## config.mk

```make
export PLATFORM = sky130hd
export DESIGN_NAME = hw_seq_ctrl
export DESIGN_NICKNAME = d
export VERILOG_FILES = /design/src/rtl/ctl_seq_pkg.sv /design/src/rtl/seq_step_gen.sv /design/src/rtl/seq_op_decode.sv /design/src/rtl/seq_strobe_gen.sv /design/src/rtl/hw_seq_ctrl.sv
export SDC_FILE = /design/constraint.sdc
export NUM_CORES = 1
export LEC_CHECK = 0
export BUFFER_PORTS_ARGS = -buffer_cell sky130_fd_sc_hd__buf_2
export CELL_PAD_IN_SITES_DETAIL_PLACEMENT = 1
export CELL_PAD_IN_SITES_GLOBAL_PLACEMENT = 2
export CORE_MARGIN = 2
export CORE_UTILIZATION = 21
export DETAILED_ROUTE_END_ITERATION = 16
export PLACE_DENSITY = 0.75
export SLEW_MARGIN = 25
export SYNTH_ARGS = -nofsm -noshare
export SYNTH_HDL_FRONTEND = slang
export SYNTH_SLANG_ARGS = --single-unit
```

## constraint.sdc

```tcl
create_clock -name clk -period 1.95 [get_ports clk]
set_input_delay 0.39 -clock clk [delete_from_list [all_inputs] [get_ports clk]]
set_output_delay 0.39 -clock clk [all_outputs]
set_load 0.02 [all_outputs]
```

## src/rtl/ctl_seq_pkg.sv

```systemverilog
package ctl_seq_pkg;

  // Fixed step indices shared by every sequence
  localparam int unsigned ST_ADDR  = 0;
  localparam int unsigned ST_READ  = 1;
  localparam int unsigned ST_IR    = 2;
  localparam int unsigned ST_EX0   = 3;
  localparam int unsigned ST_EX1   = 4;
  localparam int unsigned ST_EX2   = 5;
  localparam int unsigned ST_EX3   = 6;

  // Last step of each opcode class
  localparam int unsigned LAST_BR    = ST_EX1;
  localparam int unsigned LAST_BRL   = ST_EX2;
  localparam int unsigned LAST_SHR   = ST_EX3;
  localparam int unsigned LAST_OTHER = ST_EX0;

  // One-hot opcode class
  typedef struct packed {
    logic br;
    logic brl;
    logic shr;
    logic other;
  } op_class_t;

  // Complete strobe set
  typedef struct packed {
    logic pc_drive;
    logic pc_inc;
    logic pc_load;
    logic mar_load;
    logic mar_drive;
    logic mem_read;
    logic mbr_load;
    logic mbr_drive;
    logic ir_load;
    logic alu_pass;
    logic cond_load;
    logic ra_sel;
    logic rb_sel;
    logic rc_sel;
    logic reg_to_bus;
    logic bus_to_reg;
    logic cnt_load;
    logic shift_en;
    logic c_load;
    logic c_drive;
  } strobe_t;

endpackage

```

## src/rtl/seq_step_gen.sv

```systemverilog
module seq_step_gen #(
  parameter int unsigned NSTEPS = 8
) (
  input  logic              clk,
  input  logic              rst_n,
  input  logic [NSTEPS-1:0] end_mask,
  output logic [NSTEPS-1:0] step_q
);

  localparam logic [NSTEPS-1:0] FIRST = NSTEPS'(1);

  logic [NSTEPS-1:0] step_d;
  logic              at_end;

  // at the last step of the sequence, or at the top of the ring
  assign at_end = (|(step_q & end_mask)) | step_q[NSTEPS-1];

  always_comb begin
    if (at_end) step_d = FIRST;
    else        step_d = {step_q[NSTEPS-2:0], 1'b0};
  end

  always_ff @(posedge clk or negedge rst_n) begin
    if (!rst_n) step_q <= FIRST;
    else        step_q <= step_d;
  end

  AST_STEP_ONEHOT: assert property (@(posedge clk) disable iff (!rst_n)
    $onehot(step_q));

  AST_WRAP_TO_T0: assert property (@(posedge clk) disable iff (!rst_n)
    (|(step_q & end_mask)) |=> step_q[0]);

  AST_FETCH_ADVANCE: assert property (@(posedge clk) disable iff (!rst_n)
    step_q[0] |=> step_q[1]);

endmodule

```

## src/rtl/seq_op_decode.sv

```systemverilog
module seq_op_decode
  import ctl_seq_pkg::*;
#(
  parameter int unsigned OPW    = 5,
  parameter int unsigned NSTEPS = 8,
  parameter int unsigned OP_BR  = 8,
  parameter int unsigned OP_BRL = 9,
  parameter int unsigned OP_SHR = 26
) (
  input  logic [OPW-1:0]    opcode,
  output op_class_t         cls,
  output logic [NSTEPS-1:0] end_mask
);

  localparam logic [OPW-1:0] C_BR  = OPW'(OP_BR);
  localparam logic [OPW-1:0] C_BRL = OPW'(OP_BRL);
  localparam logic [OPW-1:0] C_SHR = OPW'(OP_SHR);

  always_comb begin
    cls       = '0;
    cls.br    = (opcode == C_BR);
    cls.brl   = (opcode == C_BRL);
    cls.shr   = (opcode == C_SHR);
    cls.other = !(cls.br | cls.brl | cls.shr);
  end

  // one entry of end_mask per step: set where this class finishes
  for (genvar k = 0; k < NSTEPS; k++) begin : g_end
    assign end_mask[k] = (cls.br    && (k == LAST_BR))
                       | (cls.brl   && (k == LAST_BRL))
                       | (cls.shr   && (k == LAST_SHR))
                       | (cls.other && (k == LAST_OTHER));
  end

endmodule

```

## src/rtl/seq_strobe_gen.sv

```systemverilog
module seq_strobe_gen
  import ctl_seq_pkg::*;
#(
  parameter int unsigned NSTEPS = 8
) (
  input  logic [NSTEPS-1:0] step,
  input  op_class_t         cls,
  input  logic              cond_bit,
  input  logic              shamt_zero,
  output strobe_t           strb
);

  logic t0, t1, t2, t3, t4, t5, t6;
  logic any_br;

  assign t0 = step[ST_ADDR];
  assign t1 = step[ST_READ];
  assign t2 = step[ST_IR];
  assign t3 = step[ST_EX0];
  assign t4 = step[ST_EX1];
  assign t5 = step[ST_EX2];
  assign t6 = step[ST_EX3];

  assign any_br = cls.br | cls.brl;

  always_comb begin
    strb            = '0;
    // fetch
    strb.mar_load   = t0;
    strb.alu_pass   = t0 | t2;
    strb.pc_inc     = t1;
    strb.mem_read   = t1;
    strb.mar_drive  = t1;
    strb.mbr_load   = t1;
    strb.mbr_drive  = t2;
    strb.ir_load    = t2;
    // program counter
    strb.pc_drive   = t0 | t1 | (t4 & cls.brl & cond_bit);
    strb.pc_load    = t1 | (t4 & cls.br & cond_bit) | (t5 & cls.brl & cond_bit);
    // condition and register file
    strb.cond_load  = t3 & any_br;
    strb.rc_sel     = (t3 & any_br) | (t4 & cls.shr);
    strb.rb_sel     = (t4 & cls.br) | (t5 & cls.brl);
    strb.ra_sel     = (t4 & cls.brl & cond_bit) | (t6 & cls.shr);
    strb.reg_to_bus = (t3 & any_br) | (t4 & cls.br) | (t5 & cls.brl) | (t4 & cls.shr);
    strb.bus_to_reg = (t4 & cls.brl & cond_bit) | (t6 & cls.shr);
    // shifter
    strb.cnt_load   = (t3 & cls.shr) | (t4 & cls.shr & shamt_zero);
    strb.shift_en   = t5 & cls.shr;
    strb.c_load     = t5 & cls.shr;
    strb.c_drive    = t6 & cls.shr;
  end

endmodule

```

## src/rtl/hw_seq_ctrl.sv

```systemverilog
module hw_seq_ctrl
  import ctl_seq_pkg::*;
#(
  parameter int unsigned OPW    = 5,
  parameter int unsigned NSTEPS = 8,
  parameter int unsigned OP_BR  = 8,
  parameter int unsigned OP_BRL = 9,
  parameter int unsigned OP_SHR = 26
) (
  input  logic              clk,
  input  logic              rst_n,
  input  logic [OPW-1:0]    opcode,
  input  logic              cond_bit,
  input  logic              shamt_zero,
  output logic [NSTEPS-1:0] step_o,
  output logic              pc_drive,
  output logic              pc_inc,
  output logic              pc_load,
  output logic              mar_load,
  output logic              mar_drive,
  output logic              mem_read,
  output logic              mbr_load,
  output logic              mbr_drive,
  output logic              ir_load,
  output logic              alu_pass,
  output logic              cond_load,
  output logic              ra_sel,
  output logic              rb_sel,
  output logic              rc_sel,
  output logic              reg_to_bus,
  output logic              bus_to_reg,
  output logic              cnt_load,
  output logic              shift_en,
  output logic              c_load,
  output logic              c_drive
);

  op_class_t         cls;
  logic [NSTEPS-1:0] end_mask;
  logic [NSTEPS-1:0] step;
  strobe_t           strb;

  seq_op_decode #(
    .OPW(OPW), .NSTEPS(NSTEPS), .OP_BR(OP_BR), .OP_BRL(OP_BRL), .OP_SHR(OP_SHR)
  ) u_dec (
    .opcode  (opcode),
    .cls     (cls),
    .end_mask(end_mask)
  );

  seq_step_gen #(.NSTEPS(NSTEPS)) u_step (
    .clk     (clk),
    .rst_n   (rst_n),
    .end_mask(end_mask),
    .step_q  (step)
  );

  seq_strobe_gen #(.NSTEPS(NSTEPS)) u_strb (
    .step      (step),
    .cls       (cls),
    .cond_bit  (cond_bit),
    .shamt_zero(shamt_zero),
    .strb      (strb)
  );

  assign step_o     = step;
  assign pc_drive   = strb.pc_drive;
  assign pc_inc     = strb.pc_inc;
  assign pc_load    = strb.pc_load;
  assign mar_load   = strb.mar_load;
  assign mar_drive  = strb.mar_drive;
  assign mem_read   = strb.mem_read;
  assign mbr_load   = strb.mbr_load;
  assign mbr_drive  = strb.mbr_drive;
  assign ir_load    = strb.ir_load;
  assign alu_pass   = strb.alu_pass;
  assign cond_load  = strb.cond_load;
  assign ra_sel     = strb.ra_sel;
  assign rb_sel     = strb.rb_sel;
  assign rc_sel     = strb.rc_sel;
  assign reg_to_bus = strb.reg_to_bus;
  assign bus_to_reg = strb.bus_to_reg;
  assign cnt_load   = strb.cnt_load;
  assign shift_en   = strb.shift_en;
  assign c_load     = strb.c_load;
  assign c_drive    = strb.c_drive;

  AST_ONE_BUS_SOURCE: assert property (@(posedge clk) disable iff (!rst_n)
    $countones({pc_drive, mbr_drive, reg_to_bus, c_drive}) <= 1);

  AST_BR_PC_GATED: assert property (@(posedge clk) disable iff (!rst_n)
    (pc_load && !step[ST_READ]) |-> cond_bit);

  AST_LINK_GATED: assert property (@(posedge clk) disable iff (!rst_n)
    (bus_to_reg && cls.brl) |-> cond_bit);

  AST_SHIFT_THEN_DRIVE: assert property (@(posedge clk) disable iff (!rst_n)
    (shift_en && $stable(opcode)) |=> c_drive || !cls.shr);

  AST_UNKNOWN_QUIET: assert property (@(posedge clk) disable iff (!rst_n)
    (step[ST_EX0] && cls.other) |->
      !(pc_load || bus_to_reg || cond_load || cnt_load || c_load));

endmodule

```

==> impl_metrics.json <==
{
  "status": "completed",
  "worstMarginPinSlew_ns": 0.430,
  "fp.dieH_um": 57.6,
  "top_regs": "u_step.step_q: 8 flops",
  "hpwl_um": 1500,
  "p_sw_share_pct": 28.1,
  "cts_tree": "done",
  "grt_overflow": 0,
  "stdcell_count": 136,
  "fin_worst_skew_ns": 0.00516,
  "finalWeightedCongestion": 0.756,
  "area_growth_pct": 34.8,
  "fp.dieW_um": 57.6,
  "fin_nets": 115,
  "use_met3_pct": 1.79,
  "clock_path_buffers": 2,
  "placed_cells": 131,
  "netlist_area_um2": 604,
  "setup_tns_ns": 0,
  "finalWirelength_um": 1750,
  "p_leak_nw": 0.454,
  "slew_viol_final": 0,
  "fillers": 351,
  "slew_headroom_pct": 71.1,
  "clk_pin_slew_worst_paths_ns": 0.05,
  "worst_hold_path_type": "in2async",
  "period_minus_slack_ns": 1.86,
  "p_switching_w": 0.000110,
  "first_pass_iters": 2,
  "yosysWarnings": 0,
  "dieArea_um2": 3320,
  "peakVddDrop_v": 0.000235,
  "grt_pass1_vias": 605,
  "startpoint": "opcode[4]",
  "arrival_ns": 1.47,
  "power_w": 0.000391,
  "dp_slack_ns": 0.0858,
  "clock_sinks": 8,
  "crit_type": "in2out",
  "rr_endpoint": "u_step.step_q[7]",
  "syn_inst": 70,
  "met2_usage_pct": 18.5,
  "p_int_w": 0.000281,
  "fin_hold_ws_ns": 0.508,
  "post-route-drc-count": 0,
  "pwr-share-seq_pct": 44.8,
  "largest_reg_flops": 8,
  "layout_common_cells": "36 x buf_2, 7 x dfrtp_1",
  "antenna_found_initial": 0,
  "synth_edf_count": 0,
  "htreeDepth": 1,
  "synth_fp_nets": 79,
  "clock_latency_ns": 0.25,
  "met1_usage_pct": 14.1,
  "r2r_setup_slack_ns": 0.67,
  "regMostFlops": "u_step.step_q",
  "endpoint": "reg_to_bus",
  "rsz0062_at_grt": "false",
  "clock.fmax_mhz": 537,
  "async_flop_share_pct": 100,
  "numCtsBuffers": 3,
  "diodes": 0,
  "layout_commonest_cell": "buf_2",
  "routed-via-count": 651,
  "drtAntennaViolNets": 0,
  "synth.avg_cell_area_um2": 8.63,
  "start_util_pct": 22.1,
  "grt_use_total_pct": 11.1,
  "powerDensity_nw_per_um2": 480,
  "timing_hold_violations_final": 0,
  "synth-seq-area-share_pct": 33.3,
  "endpoint_kind": "primary output",
  "ys_ff_latch": 8,
  "cp-start-kind": "primary input",
  "timing.rr.start": "u_step.step_q[4]",
  "coreArea_um2": 2730,
  "synthFlopType": "dfrtp_1",
  "setup_viol": 0,
  "core.rowCount": 19,
  "io_buffers": 36,
  "finalCritPeriodShare_pct": 95.5,
  "drive_gt1_share_pct": 45.7,
  "ys_types": 30,
  "grt_max_degree": 10,
  "ioPinCount": 37,
  "setup_slack_ns": 0.0882,
  "cts_resized": 0,
  "vias_per_cell": 4.79,
  "grt-busiest-layer": "met2",
  "routedWlPerCell_um": 12.9,
  "grt_pass1_wl_um": 2840,
  "combPwrFrac_pct": 21.8,
  "cap_violations": 0,
  "critPathRequiredTime_ns": 1.56,
  "clkPwrFrac_pct": 33.3,
  "reg2reg_depth": 4,
  "drt_iter0_drc": 9,
  "critical_path_peak_fanout": 5,
  "clockRootBuffer": "clkbuf_4"
}
## metrics by stage
| step | area, um2 | util [%] |
|---|---|---|
| 5_1_grt | 815 | 29.8 |
| 2_1_floorplan | 604 | - |
| 6_report | 815 | 29.8 |
| 4_1_cts | 815 | 29.8 |
| 3_5_place_dp | 778 | 28.5 |
| 3_3_place_gp | 778 | 28.5 |
## power groups by stage
| stage | Sequential (W) | Clock (W) | Combinational (W) |
|---|---|---|---|
| after floorplan | 0.000182 | 0 | 0.0000529 |
| after global placement | 0.000178 | 0 | 0.0000831 |
| after detailed placement | 0.000178 | 0 | 0.0000848 |
| after CTS | 0.000175 | 0.000137 | 0.0000865 |
| after global routing | 0.000176 | 0.000141 | 0.0000928 |
| final | 0.000175 | 0.000130 | 0.0000853 |
## what timing repair did
item,CTS,global route
hold endpoints to repair,7,0
endpoints found under the setup margin,0,0
hold buffers,1,0
buffers inserted,0,0
## area by class of cell
class	instances	area (um2)	area share (%)
sequential	8	201	24.7
multi-input combinational	50	317	38.9
inverter	1	3.75	0.461
timing repair buffer	42	228	28.0
tap	31	38.8	4.76
clock buffer	4	26.3	3.23
## Yosys cell counts, types with 2 or more instances
master,n,area [um2]
nand2_1,6,22.5
o21ai_0,2,10.0
buf_4,9,67.6
nor2b_1,6,37.5
nand3b_1,2,15.0
nor2_1,6,22.5
dfrtp_1,7,175
o221ai_1,5,43.8
a21oi_1,6,30.0
## cell families (layout without fill, tap and decap cells)
| family | count (synthesis) | after routing | share of synthesized area (%) |
|---|---|---|---|
| AO/OA/AOI/OAI | 20 | 20 | 22.4 |
| multiplexers | 1 | 1 | 2.28 |
| AND/OR/NAND/NOR | 29 | 29 | 27.7 |
| flip-flops | 8 | 8 | 33.3 |
| buffers and inverters | 12 | 47 | 14.3 |
## routing by layer
| metal | wire [um] | up-vias |
|---|---|---|
| met1 | 750 | 307 |
| li1 | - | 319 |
| met4 | 14 | 0 |
| met5 | 0 | - |
| met2 | 868 | 21 |
| met3 | 119 | 4 |
## worst min-delay path by stage
stage / startpoint / to / slack, ns
after floorplan: rst_n / u_step.step_q[1] / 0.09
after global placement: rst_n / u_step.step_q[1] / 0.23
after detailed placement: rst_n / u_step.step_q[1] / 0.23
after CTS: rst_n / u_step.step_q[3] / 0.50
after global routing: rst_n / u_step.step_q[3] / 0.52
final: rst_n / u_step.step_q[3] / 0.51
## critical path, stage by stage
cell     delay [ns]
buf_2          0.13
or4b_4         0.57
a21o_1         0.17
nand2_1        0.05
buf_2          0.15
No activity file was read; power rests on OpenSTA's default activity.
